<file path="src/rtl/dimm_rowmap_pkg.sv">
package dimm_rowmap_pkg;

  typedef enum logic [2:0] {
    ERR_NONE   = 3'd0,
    ERR_CYCLE  = 3'd1,
    ERR_ACCESS = 3'd2,
    ERR_SMALL  = 3'd3,
    ERR_LARGE  = 3'd4,
    ERR_BANKS  = 3'd5,
    ERR_PAGE   = 3'd6
  } err_e;

  typedef enum logic [1:0] {
    ST_IDLE,
    ST_READ,
    ST_EVAL,
    ST_DONE
  } state_e;

  typedef enum logic [2:0] {
    STP_TYPE,
    STP_CYCLE,
    STP_ACCESS,
    STP_DENS,
    STP_BANKS,
    STP_COLS,
    STP_WIDTH
  } step_e;

endpackage

</file>
<file path="src/rtl/rowmap_size_dec.sv">
module rowmap_size_dec #(
  parameter int BW      = 8,
  parameter int MIN_BIT = 3,
  parameter int MAX_BIT = 6
) (
  input  logic [7:0]    dens_i,
  input  logic [7:0]    banks_i,
  output logic [BW-1:0] side1_o,
  output logic [BW-1:0] side2_o,
  output logic          small_o,
  output logic          large_o
);

  int   top_bit;
  logic found;
  logic single;

  always_comb begin
    found   = 1'b0;
    top_bit = 0;
    for (int i = 7; i >= 0; i--) begin
      if (!found && dens_i[i]) begin
        found   = 1'b1;
        top_bit = i;
      end
    end
    small_o = !found || (top_bit < MIN_BIT);
    large_o = found && (top_bit > MAX_BIT);
    side1_o = (small_o || large_o) ? '0 : (BW'(1) << (top_bit - MIN_BIT));
    // asymmetric modules collapse to single-sided
    single  = ((dens_i & (dens_i - 8'd1)) == 8'd0);
    side2_o = (banks_i > 8'd1 && single) ? side1_o : '0;
  end

endmodule

</file>
<file path="src/rtl/rowmap_attr_enc.sv">
module rowmap_attr_enc #(
  parameter int PAGE_SHIFT = 13
) (
  input  logic [7:0] cols_i,
  input  logic [7:0] width_i,
  input  logic [7:0] banks_i,
  output logic [7:0] attr_o,
  output logic       bank_err_o,
  output logic       page_err_o
);

  localparam int PW = 40;

  logic [PW-1:0] bits;
  logic [PW-1:0] kb;
  logic [1:0]    idx;
  logic          hit;

  always_comb begin
    bits = {{(PW-8){1'b0}}, width_i} << cols_i[4:0];
    kb   = bits >> PAGE_SHIFT;
    hit  = 1'b1;
    idx  = 2'd0;
    if      (kb == PW'(2))  idx = 2'd0;
    else if (kb == PW'(4))  idx = 2'd1;
    else if (kb == PW'(8))  idx = 2'd2;
    else if (kb == PW'(16)) idx = 2'd3;
    else                    hit = 1'b0;
    page_err_o = !hit || (cols_i[7:5] != 3'd0);
    bank_err_o = (banks_i != 8'd1) && (banks_i != 8'd2);
    attr_o     = (banks_i == 8'd1) ? {6'b111100, idx} : {2'b00, idx, 2'b00, idx};
  end

endmodule

</file>
<file path="src/rtl/rowmap_bound_acc.sv">
module rowmap_bound_acc #(
  parameter int NS = 2,
  parameter int BW = 8,
  localparam int SW = (NS > 1) ? $clog2(NS) : 1,
  localparam int NB = 2 * NS + 2
) (
  input  logic             clk_i,
  input  logic             rst_ni,
  input  logic             clear_i,
  input  logic             commit_i,
  input  logic             last_i,
  input  logic [SW-1:0]    sock_i,
  input  logic [BW-1:0]    side1_i,
  input  logic [BW-1:0]    side2_i,
  output logic [NB*BW-1:0] bound_o
);

  logic [BW-1:0] acc_q;
  logic [BW-1:0] lo_sum, hi_sum;

  assign lo_sum = acc_q + side1_i;
  assign hi_sum = lo_sum + side2_i;

  always_ff @(posedge clk_i or negedge rst_ni) begin
    if (!rst_ni)       acc_q <= '0;
    else if (clear_i)  acc_q <= '0;
    else if (commit_i) acc_q <= hi_sum;
  end

  for (genvar r = 0; r < NB; r++) begin : g_row
    logic [BW-1:0] row_q;
    if (r < 2 * NS) begin : g_side
      always_ff @(posedge clk_i or negedge rst_ni) begin
        if (!rst_ni)                                   row_q <= '0;
        else if (clear_i)                              row_q <= '0;
        else if (commit_i && sock_i == SW'(r / 2))     row_q <= (r % 2 == 0) ? lo_sum : hi_sum;
      end
    end else begin : g_extra
      always_ff @(posedge clk_i or negedge rst_ni) begin
        if (!rst_ni)                  row_q <= '0;
        else if (clear_i)             row_q <= '0;
        else if (commit_i && last_i)  row_q <= hi_sum;
      end
    end
    assign bound_o[r*BW +: BW] = row_q;
  end

endmodule

</file>
<file path="src/rtl/dimm_rowmap.sv">
module dimm_rowmap
  import dimm_rowmap_pkg::*;
#(
  parameter int NS = 2,
  parameter int BW = 8,
  parameter logic [7:0] IDX_TYPE   = 8'd2,
  parameter logic [7:0] IDX_CYCLE  = 8'd9,
  parameter logic [7:0] IDX_ACCESS = 8'd10,
  parameter logic [7:0] IDX_DENS   = 8'd31,
  parameter logic [7:0] IDX_BANKS  = 8'd5,
  parameter logic [7:0] IDX_COLS   = 8'd4,
  parameter logic [7:0] IDX_WIDTH  = 8'd6,
  parameter logic [7:0] TYPE_OK    = 8'h04,
  parameter logic [7:0] CYCLE_OK   = 8'h75,
  parameter logic [7:0] ACCESS_OK  = 8'h54,
  localparam int SW = (NS > 1) ? $clog2(NS) : 1,
  localparam int NB = 2 * NS + 2
) (
  input  logic             clk_i,
  input  logic             rst_ni,
  input  logic             start_i,
  output logic             rd_req_o,
  output logic [SW-1:0]    rd_sock_o,
  output logic [7:0]       rd_idx_o,
  input  logic             rd_ack_i,
  input  logic [7:0]       rd_data_i,
  output logic [NB*BW-1:0] bound_o,
  output logic [NS*8-1:0]  attr_o,
  output logic             done_o,
  output logic [2:0]       err_o
);

  state_e        state_q;
  step_e         step_q;
  logic [SW-1:0] sock_q;
  logic          empty_q;
  logic [7:0]    cyc_q, acc_q, dens_q, banks_q, cols_q, width_q;
  logic          done_q;
  err_e          err_q, err_nx;

  logic [BW-1:0] side1, side2;
  logic          too_small, too_large;
  logic [7:0]    attr_code;
  logic          bank_err, page_err;
  logic          clear, commit, last;

  rowmap_size_dec #(.BW(BW)) u_size (
    .dens_i (dens_q),
    .banks_i(banks_q),
    .side1_o(side1),
    .side2_o(side2),
    .small_o(too_small),
    .large_o(too_large)
  );

  rowmap_attr_enc u_attr (
    .cols_i    (cols_q),
    .width_i   (width_q),
    .banks_i   (banks_q),
    .attr_o    (attr_code),
    .bank_err_o(bank_err),
    .page_err_o(page_err)
  );

  always_comb begin
    if      (cyc_q != CYCLE_OK)  err_nx = ERR_CYCLE;
    else if (acc_q != ACCESS_OK) err_nx = ERR_ACCESS;
    else if (too_small)          err_nx = ERR_SMALL;
    else if (too_large)          err_nx = ERR_LARGE;
    else if (bank_err)           err_nx = ERR_BANKS;
    else if (page_err)           err_nx = ERR_PAGE;
    else                         err_nx = ERR_NONE;
  end

  assign clear  = start_i && (state_q == ST_IDLE || state_q == ST_DONE);
  assign commit = (state_q == ST_EVAL) && (empty_q || err_nx == ERR_NONE);
  assign last   = (sock_q == SW'(NS - 1));

  rowmap_bound_acc #(.NS(NS), .BW(BW)) u_bound (
    .clk_i   (clk_i),
    .rst_ni  (rst_ni),
    .clear_i (clear),
    .commit_i(commit),
    .last_i  (last),
    .sock_i  (sock_q),
    .side1_i (empty_q ? '0 : side1),
    .side2_i (empty_q ? '0 : side2),
    .bound_o (bound_o)
  );

  always_comb begin
    case (step_q)
      STP_TYPE:   rd_idx_o = IDX_TYPE;
      STP_CYCLE:  rd_idx_o = IDX_CYCLE;
      STP_ACCESS: rd_idx_o = IDX_ACCESS;
      STP_DENS:   rd_idx_o = IDX_DENS;
      STP_BANKS:  rd_idx_o = IDX_BANKS;
      STP_COLS:   rd_idx_o = IDX_COLS;
      default:    rd_idx_o = IDX_WIDTH;
    endcase
  end

  assign rd_req_o  = (state_q == ST_READ);
  assign rd_sock_o = sock_q;
  assign done_o    = done_q;
  assign err_o     = err_q;

  always_ff @(posedge clk_i or negedge rst_ni) begin
    if (!rst_ni) begin
      state_q <= ST_IDLE;
      step_q  <= STP_TYPE;
      sock_q  <= '0;
      empty_q <= 1'b0;
      done_q  <= 1'b0;
      err_q   <= ERR_NONE;
      cyc_q   <= '0;
      acc_q   <= '0;
      dens_q  <= '0;
      banks_q <= '0;
      cols_q  <= '0;
      width_q <= '0;
    end else begin
      case (state_q)
        ST_IDLE, ST_DONE: begin
          if (start_i) begin
            state_q <= ST_READ;
            step_q  <= STP_TYPE;
            sock_q  <= '0;
            empty_q <= 1'b0;
            done_q  <= 1'b0;
            err_q   <= ERR_NONE;
          end
        end
        ST_READ: begin
          if (rd_ack_i) begin
            case (step_q)
              STP_TYPE:   if (rd_data_i != TYPE_OK) empty_q <= 1'b1;
              STP_CYCLE:  cyc_q   <= rd_data_i;
              STP_ACCESS: acc_q   <= rd_data_i;
              STP_DENS:   dens_q  <= rd_data_i;
              STP_BANKS:  banks_q <= rd_data_i;
              STP_COLS:   cols_q  <= rd_data_i;
              default:    width_q <= rd_data_i;
            endcase
            if (step_q == STP_WIDTH || (step_q == STP_TYPE && rd_data_i != TYPE_OK))
              state_q <= ST_EVAL;
            else
              step_q <= step_e'(step_q + 3'd1);
          end
        end
        ST_EVAL: begin
          if (!empty_q && err_nx != ERR_NONE) begin
            err_q   <= err_nx;
            done_q  <= 1'b1;
            state_q <= ST_DONE;
          end else if (last) begin
            done_q  <= 1'b1;
            state_q <= ST_DONE;
          end else begin
            sock_q  <= sock_q + SW'(1);
            step_q  <= STP_TYPE;
            empty_q <= 1'b0;
            state_q <= ST_READ;
          end
        end
        default: state_q <= ST_IDLE;
      endcase
    end
  end

  for (genvar s = 0; s < NS; s++) begin : g_attr
    logic [7:0] attr_q;
    always_ff @(posedge clk_i or negedge rst_ni) begin
      if (!rst_ni)                            attr_q <= 8'hFF;
      else if (clear)                         attr_q <= 8'hFF;
      else if (commit && sock_q == SW'(s))    attr_q <= empty_q ? 8'hFF : attr_code;
    end
    assign attr_o[s*8 +: 8] = attr_q;


    attr_legal_chk: assert property (@(posedge clk_i) disable iff (!rst_ni)
      (done_o && err_o == 3'd0) |->
        (attr_q == 8'hFF || attr_q[7:2] == 6'b111100 ||
         (attr_q[7:6] == 2'b00 && attr_q[3:2] == 2'b00 && attr_q[5:4] == attr_q[1:0])));
  end

  for (genvar r = 0; r < NB - 1; r++) begin : g_mono

    bound_mono_chk: assert property (@(posedge clk_i) disable iff (!rst_ni)
      (done_o && err_o == 3'd0) |-> (bound_o[(r+1)*BW +: BW] >= bound_o[r*BW +: BW]));
  end


  req_hold_chk: assert property (@(posedge clk_i) disable iff (!rst_ni)
    (rd_req_o && !rd_ack_i) |=> (rd_req_o && $stable(rd_idx_o) && $stable(rd_sock_o)));


  err_done_chk: assert property (@(posedge clk_i) disable iff (!rst_ni)
    (err_o != 3'd0) |-> done_o);


  no_req_done_chk: assert property (@(posedge clk_i) disable iff (!rst_ni)
    done_o |-> !rd_req_o);


  result_hold_chk: assert property (@(posedge clk_i) disable iff (!rst_ni)
    (done_o && !start_i) |=> (done_o && $stable(bound_o) && $stable(attr_o) && $stable(err_o)));

endmodule

</file>
<file path="config.mk">
export PLATFORM = sky130hd
export DESIGN_NAME = dimm_rowmap
export DESIGN_NICKNAME = d
export VERILOG_FILES = /design/src/rtl/dimm_rowmap_pkg.sv /design/src/rtl/rowmap_size_dec.sv /design/src/rtl/rowmap_attr_enc.sv /design/src/rtl/rowmap_bound_acc.sv /design/src/rtl/dimm_rowmap.sv
export SDC_FILE = /design/constraint.sdc
export NUM_CORES = 1
export LEC_CHECK = 0
export BUFFER_PORTS_ARGS = -buffer_cell sky130_fd_sc_hd__buf_2
export CAP_MARGIN = 20
export CELL_PAD_IN_SITES_DETAIL_PLACEMENT = 1
export CELL_PAD_IN_SITES_GLOBAL_PLACEMENT = 2
export CORE_MARGIN = 2
export CORE_UTILIZATION = 38
export CTS_BUF_LIST = sky130_fd_sc_hd__clkbuf_8
export DETAILED_ROUTE_END_ITERATION = 8
export GPL_ROUTABILITY_DRIVEN = 0
export GPL_TIMING_DRIVEN = 1
export HOLD_SLACK_MARGIN = 0.12
export PLACE_DENSITY_LB_ADDON = 0.1
export SYNTH_ARGS = -nofsm -noshare
export SYNTH_HDL_FRONTEND = slang
export SYNTH_SLANG_ARGS = --single-unit
</file>
<file path="constraint.sdc">
create_clock -name clk_i -period 6.4 [get_ports clk_i]
set_input_delay 0.96 -clock clk_i [delete_from_list [all_inputs] [get_ports clk_i]]
set_output_delay 0.96 -clock clk_i [all_outputs]
set_load 0.01 [all_outputs]
</file>
; Yosys cells after proc, flatten, opt, wreduce, memory -nomap -nowiden
; Index checks and enable logic that the tools add are counted.
[totals]
inputBits = 12
elab_cells = 196
register_bits = 115
output_inout_bits = 78
[classes]
eq_ne = 29
n_shift = 2
n_bitwise = 3
reduce_logical = 56
n_lt_le_gt_ge = 3
muxes = 78
n_addsub = 6
[ops]
columns = op, n
row1 = $mux 32, 7
row2 = $mux 8, 20
row3 = $shl 8x5->40, 1
row4 = $mux 3, 13
row5 = $gt 32x4->1 const B, 1
row6 = $lt 32x3->1 const B, 1
row7 = $shl 1x32->8 const A, 1
row8 = $sub 32x3->32 const B, 1
row9 = $pmux 5 s6, 1
row10 = $reduce_and 3->1, 10
row11 = $eq 27x2->1 const B, 1
row12 = $eq 27x3->1 const B, 1
row13 = $eq 27x4->1 const B, 1
row14 = $eq 27x5->1 const B, 1
row15 = $mux 1, 22
row16 = $mux 2, 9
row17 = $add 8x8->8, 2
row18 = $logic_and 1x1->1, 16
row19 = $ne 8x7->1 const B, 2
row20 = $logic_not 1->1, 10
row21 = $ne 2x1->1 const B, 5
row22 = $eq 3x3->1 const B, 3
row23 = $pmux 3 s3, 1
row24 = $and 8x8->8, 1
row25 = 29 further kinds, 46

; Logic depth before layout (Yosys ltp)
; Gate-level depths: netlist of the first run.
[logic_depth]
ltp_word = 34
mapped_depth = 28
depth_no_buf = 28

; Modules after synthesis
; Synthesis of the first run repeated with hierarchy kept, for this count alone.
[unflattened]
hier_cells = 759
area_unflattened_um2 = 7553.5
[modules_own_cells]
columns = mod, area_per_inst_um2, cells_per_inst, n_inst
row1 = dimm_rowmap, 3622.2, 303, 1
row2 = rowmap_bound_acc, 2623.8, 273, 1
row3 = rowmap_attr_enc, 879.6, 117, 1
row4 = rowmap_size_dec, 427.9, 66, 1

; Worst setup path before layout of the first run
; No wires, ideal clock.
[synth_path]
kind = register to register
startpoint = register dens_q[6]
endpoint = register u_bound.acc_q[7]
synth_period_minus_slack_ns = 5.202
arrival_time_ns = 5.119
path_buffers = 0
path_stages_with_launch = 29
required_time_ns = 6.317
setup_slack_ns = 1.198
setup_ns = 0.083
path_cell_list = dfrtp_1 -> nor4_1 -> and2_1 -> nand2_1 -> o21ai_1 -> inv_1 -> ha_1 -> inv_1 -> ha_1 -> inv_1 -> ha_1 -> nand2b_1 -> mux2i_1 -> nand3_1 -> nor3_1 -> ha_1 -> a21o_1 -> a21oi_1 -> nor2b_1 -> o21a_1 -> nor2_1 -> xnor2_1 -> ha_1 -> nand2_1 -> o21ai_0 -> xnor2_1 -> xnor2_1 -> nand2_1 -> o21ai_0
[synth_between]
elab_chain_len = 30
[synth_rtl]
columns = element, line_no
row1 = "start, declared", dimm_rowmap.sv:37  ; logic [7:0] cyc_q, acc_q, dens_q, banks_q, cols_q, width_q;
row2 = "start signal, assigned", dimm_rowmap.sv:140  ; STP_DENS: dens_q <= rd_data_i;
row3 = branches (longest 30 deep; another with $logic_and 1x1->1), -
row4 = "end signal, assigned", rowmap_bound_acc.sv:27  ; else if (commit_i) acc_q <= hi_sum;
row5 = "end, declared", rowmap_bound_acc.sv:18  ; logic [BW-1:0] acc_q;
; Several ways; the timed one is not identified. The select of a mux whose other input is x is not followed.
; A chain may end at the register's enable or synchronous reset.

; Worst setup path in the final report of the first run
; Ends and elaborated chain as after synthesis.

==> results of run 1 <==
## cells in the final DEF (no fill, tap or decap), types with 21 or more instances in the layout
master / Yosys / routed
o21ai_0: 26 / 26
dfrtp_1: 99 / 99
mux2_2: 51 / 51
nor2_1: 51 / 51
buf_2: 4 / 85
a21oi_1: 21 / 21
nand3_1: 31 / 31
nor3_1: 24 / 23
nand2_1: 74 / 73
inv_1: 24 / 24
mux2i_1: 33 / 33
ha_1: 26 / 26
## path summary, 6_finish.rpt
path	from	endpoint	slack, ps	cells past startpoint
max reg2reg	dens_q[6]$_DFFE_PN0P_	u_bound.acc_q[7]$_DFFE_PN0P_	650	29
min	u_bound.g_row[2].row_q[1]$_DFFE_PN0P_	u_bound.g_row[2].row_q[1]$_DFFE_PN0P_	520	2
min reg2reg	u_bound.g_row[2].row_q[1]$_DFFE_PN0P_	u_bound.g_row[2].row_q[1]$_DFFE_PN0P_	520	2
max	dens_q[6]$_DFFE_PN0P_	u_bound.acc_q[7]$_DFFE_PN0P_	650	29
max in group asynchronous	rst_ni	width_q[0]$_DFFE_PN0P_	4580	2
min in group asynchronous	rst_ni	u_bound.g_row[2].row_q[5]$_DFFE_PN0P_	580	1
## final cells by class
class	instances	area (um2)
Sequential cell	111	2793
Clock inverter	6	77.57
Fill cell	2072	10310
Inverter	25	93.84
Clock buffer	9	123.9
Tap cell	229	286.5
Timing Repair Buffer	91	490.5
Multi-Input combinational cell	515	3725
## critical path: cells and delay by family (launching register included)
kind                       cells  cell delay [ps]
adders and majority gates      6             1640
AOI/OAI and AO/OA              8             1320
and+or+nand+nor                7             1170
xor gates and xnor gates       3              520
buffers and inverters          4              480
DFF                            1              470
muxes                          1               70
## metal layers
layer | up-vias | GRT usage
li1 | 2594 | -
met1 | 2646 | 0.2461
met2 | 92 | 0.3381
met3 | 19 | 0.02970
met4 | 0 | 0.05263
met5 | - | 0
## state kept, by name, summed over array words and instances (netlist names)
register,flops
u_bound.g_row.row_q,32
g_attr.attr_q,12
acc_q,8
banks_q,8
cols_q,8
cyc_q,8
dens_q,8
u_bound.acc_q,8
width_q,8
err_o,3
step_q,3
state_q,2
done_o,1
empty_q,1
rd_sock_o,1
## logic make-up after synthesis
logic type      count (synthesis)  synth area share
other cells                     1         0.0005414
fa+ha+maj                      30           0.05564
simple gates                  253            0.1889
buf+inv                        82           0.06521
mux                            89            0.1447
xor+xnor                       17           0.02150
flops                         111            0.4032
compound gates                123            0.1203
## power by group through the flow
stage / clock network, mW / registers [mW] / logic [mW]
after floorplan: 0 / 0.808 / 0.251
after global placement: 0 / 0.809 / 0.385
after detailed placement: 0 / 0.813 / 0.392
after CTS: 0.472 / 0.800 / 0.393
after global routing: 0.502 / 0.805 / 0.429
final: 0.454 / 0.798 / 0.385
==> impl_metrics.toml, run 1 <==
[outcome]
outcome = "completed"

[floorplanning]
die_area_mm2 = 0.01932
fp.dieW_um = 139.0
top_level_ports = 90
rows = 49
die_y_um = 139.0
start_util = 0.3869
core-area_mm2 = 0.01790

[worst_setup_path]
worst_ep_arrival_time_ps = 6070
cp-end-kind = "flip-flop"
cp_slowest_cell = "dfrtp_1"
maximum_fanout_along_the_worst_path = 7
library_cell_appearing_most_often_on_the_critical_path = "ha_1"
setup.worst_path.start_class = "flip-flop"
required_ps = 6720
critical_path_class = "flip-flop to flip-flop"
worst_path_largest_cell_delay_ps = 470

[clocking]
hold_buffers = 0
maximum_number_of_buffers_from_clock_root_to_sink = 2
clock_latency_ps = 410
h-tree-depth = 3
clock_slew_seen_by_the_registers_of_the_worst_setup_and_hold_paths_ps = 120
clk_root_buffer_cell = "clkbuf_8"
cts_tree = "built"
clock_sink_count = 111
postCtsSetupRepairBufs = 0
cts.repair.resized = 0
tritoncts.num_buffers = 9

[yosys]
synth.most_common_cell = "dfrtp_1"
post_syn_area_per_cell_um2 = 9.811
synth-seq-area-share = 0.4032
synth.top_cells.by_count = "dfrtp_1 (99), nand2_1 (74), mux2_2 (51), nor2_1 (51), mux2i_1 (33)"
synth-main-ff-cell = "dfrtp_1"
netlist.area_leader.share = 0.3577
synth_cell_types = 78
netlist.top_cell.by_area = "dfrtp_1"
ys_ff_latch = 111
number_of_synthesized_flops_with_an_enable_pin = 0
synth.cell_area_mm2 = 0.006927
synthArstFlopShare = 1.000
synthesis.instances = 706
yosys-top-cells-area = "dfrtp_1 (36%), mux2_2 (8.3%), mux2i_1 (4.8%)"
yosysWarningCount = 0

[run]
cap_violations = 0

[finish]
flow.area_growth_from_synthesis_pct = 9.574
diodes = 0
total_non_filler_cell_area_in_the_finished_layout_mm2 = 0.007590
final_core_utilization = 0.4240
post_layout_nonfiller_instances = 986
design.final.nets = 793
drive_above_1_share = 0.2589

[worst_hold_path]
hold_path.class = "flip-flop to flip-flop"

[sta]
finalMaxSlewViolations = 0
rsz_0062_raised_after_global_routing = "no"
setup_tns_ps = 0
finalHoldWorstSlack_ps = 515.1
post-route-worst-setup-slack_ps = 651.7
final.setup_skew_ps = 23.69
report.final.hold_viol_count = 0
finalSetupViolCount = 0
period_needed_ps = 5748
maxSlewHeadroom = 0.3538
fmaxAchievable_mhz = 174.0
final.period_utilization = 0.8982
worstMarginPinSlew_ps = 965.9

[grt]
grt-ovfl-total = 0
via_count_of_the_first_global_routing_pass = 5592
antenna_found_initial = 0
grt_start_max_net_pins = 63
groute.usage.overall = 0.1920
global_route_wire_length_before_repair_um = 29900

[route]
detailroute.via_count = 5351
initialDrtViolationCount = 178
highest_metal_used = "met4"
met3_length_um = 507
pre_repair_dr_iteration_count = 4
drc_viols = 0
drtAntennaViolNets = 0
routedLengthMet1_um = 8339
detailroute.wirelength.met2_um = 9434
wl_per_cell_um = 18.82
vias_per_cell = 5.427
drt-total-wl_um = 18550

[power]
clock_power_share = 0.277
power_frac_seq = 0.488
combPwrFrac = 0.235
power.switching_mw = 0.5786
powerDensity_mw_per_mm2 = 215.7
power_mw = 1.637
internal_power_mw = 1.058
power_leakage_nw = 3.701
power.switching_fraction = 0.3535
max-vdd-ir-drop_mv = 0.1148

[place]
placement.io_buffers = 86
dp_hpwl_um = 13850
post_dp_cell_area_mm2 = 0.007346
number_of_placed_instances_with_taps_included = 970
pre_cts_slack_ps = 292.3
Note: power is estimated with default switching activity, not from simulation.
==> inputs of run 2 (changes only) <==
--- a/config.mk
+++ b/config.mk
@@ -10,7 +10,7 @@
 export CELL_PAD_IN_SITES_DETAIL_PLACEMENT = 1
 export CELL_PAD_IN_SITES_GLOBAL_PLACEMENT = 2
 export CORE_MARGIN = 2
-export CORE_UTILIZATION = 38
+export CORE_UTILIZATION = 25
 export CTS_BUF_LIST = sky130_fd_sc_hd__clkbuf_8
 export DETAILED_ROUTE_END_ITERATION = 8
 export GPL_ROUTABILITY_DRIVEN = 0
==> run 2 against run 1 <==
Effect of this change: cell count up 15%; via count increased by 1.5%; maximum frequency up 0.83%; register-to-register slack gained 50 ps; sequential share of layout area shrank 0.74 points; non-clock buffer count is 2 higher; combinational power rose by 3%; wire length up 9.1%; flip-flop and latch count unchanged; sequential power about the same; clock skew decreased by 2.4 ps.
==> impl_metrics.toml, run 2 (synthesized netlist as in run 1, its figures left out) <==
[clocking]
tritoncts.num_buffers = 9
clock_latency_ps = 390
cts.repair.resized = 0
cts_tree = "built"
hold_buffers = 0
clk_root_buffer_cell = "clkbuf_8"
maximum_number_of_buffers_from_clock_root_to_sink = 2
clock_sink_count = 111
h-tree-depth = 3
postCtsSetupRepairBufs = 0
clock_slew_seen_by_the_registers_of_the_worst_setup_and_hold_paths_ps = 110

[worst_setup_path]
maximum_fanout_along_the_worst_path = 7
worst_path_largest_cell_delay_ps = 470
cp-end-kind = "flip-flop"
required_ps = 6710
worst_ep_arrival_time_ps = 6010
setup.worst_path.start_class = "flip-flop"
library_cell_appearing_most_often_on_the_critical_path = "ha_1"
critical_path_class = "flip-flop to flip-flop"
cp_slowest_cell = "fa_1"

[sta]
post-route-worst-setup-slack_ps = 699.1
final.period_utilization = 0.8908
maxSlewHeadroom = 0.3132
finalMaxSlewViolations = 0
rsz_0062_raised_after_global_routing = "no"
period_needed_ps = 5701
worstMarginPinSlew_ps = 1027
finalSetupViolCount = 0
finalHoldWorstSlack_ps = 507.9
final.setup_skew_ps = 21.32
fmaxAchievable_mhz = 175.4
report.final.hold_viol_count = 0
setup_tns_ps = 0

[run]
cap_violations = 0

[place]
post_dp_cell_area_mm2 = 0.007540
placement.io_buffers = 86
pre_cts_slack_ps = 569.2
dp_hpwl_um = 15160

[floorplanning]
die_area_mm2 = 0.02905
top_level_ports = 90
rows = 60
die_y_um = 170.5
fp.dieW_um = 170.5
start_util = 0.2556
core-area_mm2 = 0.02710

[finish]
commonest_non_fill_non_tap_cells_in_the_layout = "dfrtp_1 (99), buf_2 (85), nand2_1 (73)"
multi_input_area_mm2 = 0.003721
flow.area_growth_from_synthesis_pct = 11.81
largest_reg_flops = 32
total_non_filler_cell_area_in_the_finished_layout_mm2 = 0.007745
drive_above_1_share = 0.2592
largest_registers = "u_bound.g_row.row_q: 32 flops, g_attr.attr_q: 12 flops"
design.final.nets = 795
layout.area.seq_mm2 = 0.002793
diodes = 0
largest-register = "u_bound.g_row.row_q"
num-fill-cells = 3164
layout.cells.most_common = "dfrtp_1"

[grt]
grt-ovfl-total = 0
via_count_of_the_first_global_routing_pass = 5715
grt_start_max_net_pins = 62
global_route_wire_length_before_repair_um = 32700
antenna_found_initial = 0
groute.usage.overall = 0.1449

[outcome]
outcome = "completed"

[power]
powerDensity_mw_per_mm2 = 206.2
power_mw = 1.597
max-vdd-ir-drop_mv = 0.07945
power_leakage_nw = 3.693

[route]
initialDrtViolationCount = 314
drtAntennaViolNets = 0
wl_per_cell_um = 17.89
detailroute.via_count = 5433
drt-total-wl_um = 20250
vias_per_cell = 4.799
pre_repair_dr_iteration_count = 4
drc_viols = 0

[worst_hold_path]
hold_path.class = "flip-flop to flip-flop"
-- run 2: changes by cell type in the layout (fill, tap and decap cells not counted), sizes merged --
| cell | change |
|---|---|
| clkinvlp | +2 |
| clkinv | +1 |
| bufinv | -1 |
| buf | +2 |
| inv | -1 |
-- run 2: power breakdown --
group,switching [mW],internal [mW],leakage (nW),total (mW)
registers,0.0466,0.755,1.50,0.801
clock network,0.256,0.143,0.0870,0.399
logic,0.279,0.118,2.11,0.397
total,0.582,1.02,3.69,1.60
-- run 2: path summary, 6_finish.rpt --
path / to / from / cells past startpoint / slack, ps
max in group asynchronous: cols_q[1]$_DFFE_PN0P_ / rst_ni / 2 / 4530
setup reg to reg: u_bound.acc_q[7]$_DFFE_PN0P_ / dens_q[6]$_DFFE_PN0P_ / 28 / 700
hold reg to reg: acc_q[4]$_DFFE_PN0P_ / acc_q[4]$_DFFE_PN0P_ / 1 / 510
hold / removal: acc_q[4]$_DFFE_PN0P_ / acc_q[4]$_DFFE_PN0P_ / 1 / 510
setup / recovery: u_bound.acc_q[7]$_DFFE_PN0P_ / dens_q[6]$_DFFE_PN0P_ / 28 / 700
min in group asynchronous: u_bound.g_row[4].row_q[1]$_DFFE_PN0P_ / rst_ni / 1 / 590
-- run 2: cell type report --
class                      instances  area share
clock buffer                       9     0.01599
clock inverter                     7    0.006462
inverter                          25     0.01212
multi-input combinational        515      0.4805
sequential                       111      0.3606
tap                              372     0.06010
timing repair buffer              93     0.06430
-- run 2: stage by stage --
| stage | utilization | instances |
|---|---|---|
| after CTS | 0.2846 | 1131 |
| final | 0.2858 | 1132 |
| after global routing | 0.2858 | 1132 |
| after detailed placement | 0.2782 | 1115 |
| after floorplan | - | 708 |
| after global placement | 0.2782 | 1115 |
-- run 2: per-layer routing --
| layer | global-route usage | vias to the layer above | part of all wire |
|---|---|---|---|
| li1 | - | 2601 | - |
| met1 | 0.2006 | 2726 | 0.49 |
| met5 | 0 | - | 0 |
| met4 | 0.02787 | 0 | 0.0086 |
| met3 | 0.02256 | 12 | 0.033 |
| met2 | 0.2402 | 94 | 0.47 |
-- run 2: critical path: cells and delay by family, from the launching register on --
kind | cells | cell delay (ps)
mux | 1 | 130
flops | 1 | 460
xor+xnor | 2 | 350
fa+ha+maj | 6 | 1640
simple gates | 7 | 1240
buf+inv | 5 | 550
compound gates | 7 | 1270
==> inputs of run 3 (changes only) <==
--- a/config.mk
+++ b/config.mk
@@ -5,6 +5,7 @@
 export SDC_FILE = /design/constraint.sdc
 export NUM_CORES = 1
 export LEC_CHECK = 0
+export ABC_AREA = 1
 export BUFFER_PORTS_ARGS = -buffer_cell sky130_fd_sc_hd__buf_2
 export CAP_MARGIN = 20
 export CELL_PAD_IN_SITES_DETAIL_PLACEMENT = 1
@@ -14,9 +15,10 @@
 export CTS_BUF_LIST = sky130_fd_sc_hd__clkbuf_8
 export DETAILED_ROUTE_END_ITERATION = 8
 export GPL_ROUTABILITY_DRIVEN = 0
-export GPL_TIMING_DRIVEN = 1
+export GPL_TIMING_DRIVEN = 0
 export HOLD_SLACK_MARGIN = 0.12
 export PLACE_DENSITY_LB_ADDON = 0.1
 export SYNTH_ARGS = -nofsm -noshare
 export SYNTH_HDL_FRONTEND = slang
 export SYNTH_SLANG_ARGS = --single-unit
+export TNS_END_PERCENT = 20
==> run 3 against run 2 <==
Effect of this change: sequential power rose by 47%; synthesized area fell by 2.7%; largest cell class unchanged; cell count rose by 21%; cell area rose by 1.9%; maximum frequency fell by 1.6%; clock-buffer cell count rose by 1; utilization rose by 0.96 points; die area fell by 2.6%; worst setup slack got worse by 93 ps; critical path depth rose by 7; synthesized cell count rose by 31%; via count rose by 15%.
==> impl_metrics.toml, run 3 <==
[grt]
global_route_wire_length_before_repair_um = 36630
groute.usage.overall = 0.1657
via_count_of_the_first_global_routing_pass = 6456
grt_start_max_net_pins = 69
antenna_found_initial = 0
grt-ovfl-total = 0

[finish]
design.final.nets = 1064
largest-register = "u_bound.g_row.row_q"
largest_registers = "u_bound.g_row.row_q: 32 flops, g_attr.attr_q: 12 flops"
num-fill-cells = 3330
diodes = 0
multi_input_area_mm2 = 0.003294
layout.cells.most_common = "nand2_1"
commonest_non_fill_non_tap_cells_in_the_layout = "nand2_1 (273), nand3_1 (111), dfrtp_1 (99)"
flow.area_growth_from_synthesis_pct = 17.07
layout.area.seq_mm2 = 0.002793
final_core_utilization = 0.2954
largest_reg_flops = 32
drive_above_1_share = 0.1837

[sta]
finalMaxSlewViolations = 0
finalHoldWorstSlack_ps = 474.6
finalSetupViolCount = 0
post-route-worst-setup-slack_ps = 606.1
rsz_0062_raised_after_global_routing = "no"
report.final.hold_viol_count = 0
fmaxAchievable_mhz = 172.6
period_needed_ps = 5794
maxSlewHeadroom = 0.4604
final.period_utilization = 0.9053
worstMarginPinSlew_ps = 803.2
setup_tns_ps = 0
final.setup_skew_ps = 23.45

[yosys]
synthesis.instances = 922
yosys-top-cells-area = "dfrtp_1 (37%), nand2_1 (15%), nand3_1 (8.2%)"
netlist.area_leader.share = 0.3674
synth-seq-area-share = 0.4142
synth.top_cells.by_count = "nand2_1 (273), nand3_1 (111), dfrtp_1 (99)"
synth.most_common_cell = "nand2_1"
yosysWarningCount = 0
number_of_synthesized_flops_with_an_enable_pin = 0
synth-main-ff-cell = "dfrtp_1"
synth_cell_types = 38
ys_ff_latch = 111
synth.cell_area_mm2 = 0.006743
netlist.top_cell.by_area = "dfrtp_1"
post_syn_area_per_cell_um2 = 7.313
synthArstFlopShare = 1.000

[power]
power_leakage_nw = 4.285
power_mw = 3.927
powerDensity_mw_per_mm2 = 497.4
max-vdd-ir-drop_mv = 0.1470

[floorplanning]
rows = 60
core-area_mm2 = 0.02673
top_level_ports = 90
die_area_mm2 = 0.02830
fp.dieW_um = 168.2
start_util = 0.2523
die_y_um = 168.2

[route]
pre_repair_dr_iteration_count = 4
drt-total-wl_um = 22800
detailroute.via_count = 6263
wl_per_cell_um = 16.64
initialDrtViolationCount = 252
vias_per_cell = 4.572
drc_viols = 0
drtAntennaViolNets = 0

[worst_setup_path]
cp_slowest_cell = "dfrtp_1"
cp-end-kind = "flip-flop"
r2r_cell_count = 35
setup.worst_path.start_class = "flip-flop"
maximum_fanout_along_the_worst_path = 6
r2r_setup_slack_ps = 610
library_cell_appearing_most_often_on_the_critical_path = "inv_1"
worst_path_largest_cell_delay_ps = 460
critical_path_class = "flip-flop to flip-flop"
required_ps = 6750
worst_ep_arrival_time_ps = 6140

[outcome]
outcome = "completed"

[place]
placement.io_buffers = 86
pre_cts_slack_ps = 145.0
dp_hpwl_um = 17520

[clocking]
clock_sink_count = 111
clock_latency_ps = 400
h-tree-depth = 3
tritoncts.num_buffers = 9
clock_slew_seen_by_the_registers_of_the_worst_setup_and_hold_paths_ps = 130
cts_tree = "built"
clk_root_buffer_cell = "clkbuf_8"
maximum_number_of_buffers_from_clock_root_to_sink = 2
hold_buffers = 0

[run]
cap_violations = 0

[worst_hold_path]
hold_path.class = "input pin to async pin"
[run 3: cell count changes after synthesis, sizes merged, moves of 10 or more]
cell    change
nor2b      -10
buf        +11
mux2i      -33
nand4      +10
clkbuf     -11
nand2     +205
nand2b     -11
o21ai      +23
mux2       -53
inv        +64
nor2       +34
nand3      +85
xnor2      -11
nor3       -10
[run 3: metal layers]
layer  vias to the layer above  track usage  wire length, um
li1                       3161            -                -
met1                      3015       0.2467            12080
met2                        77       0.2603            10020
met3                        10      0.01904              531
met4                         0      0.03036              173
met5                         -            0                0
[run 3: cell families after synthesis]
kind of cell | Yosys count | synth area share
compound gates | 102 | 0.08369
xor+xnor | 8 | 0.01039
other cells | 1 | 0.0005562
fa+ha+maj | 28 | 0.05418
buf+inv | 147 | 0.1024
flops | 111 | 0.4142
simple gates | 525 | 0.3346
[run 3: final cells by class]
| class | count | area share |
|---|---|---|
| clock buffer | 10 | 0.01744 |
| clock inverter | 6 | 0.009193 |
| timing repair buffer | 89 | 0.06071 |
| tap | 341 | 0.05405 |
| multi-input combinational | 666 | 0.4173 |
| sequential | 111 | 0.3538 |
| buffer | 57 | 0.04470 |
| inverter | 90 | 0.04280 |
[run 3: worst paths after layout]
check	to	startpoint
hold reg to reg	dens_q[2]$_DFFE_PN0P_	dens_q[2]$_DFFE_PN0P_
setup / recovery	u_bound.acc_q[7]$_DFFE_PN0P_	dens_q[6]$_DFFE_PN0P_
min in group clk_i	dens_q[2]$_DFFE_PN0P_	dens_q[2]$_DFFE_PN0P_
setup reg to reg	u_bound.acc_q[7]$_DFFE_PN0P_	dens_q[6]$_DFFE_PN0P_
max in group asynchronous	g_attr[1].attr_q[6]$_DFFE_PN1P_	rst_ni
hold / removal	acc_q[2]$_DFFE_PN0P_	rst_ni
[run 3: critical path: cells and delay by family, from the launching register on]
kind            cells  cell delay (ps)
xor+xnor            3              510
compound gates      8             1450
simple gates       10             1390
buf+inv             8              640
fa+ha+maj           6             1290
flops               1              460
[run 3: metrics by stage]
step	cells	cell area [um2]
after floorplan	924	6750
after global placement	1351	7607
after detailed placement	1352	7641
after CTS	1368	7851
after global routing	1370	7894
final	1370	7894
[run 3: timing repair]
item,in CTS,in global routing
endpoints found under the setup margin,0,6
resized for setup,0,9
hold endpoints to repair,0,0
setup buffers,0,2
[run 3: where the power goes]
group	switching, mW	internal, mW	leakage [nW]	total [mW]
clock network	0.300	0.167	0.106	0.467
registers	0.203	0.979	1.43	1.18
logic	1.50	0.776	2.75	2.28
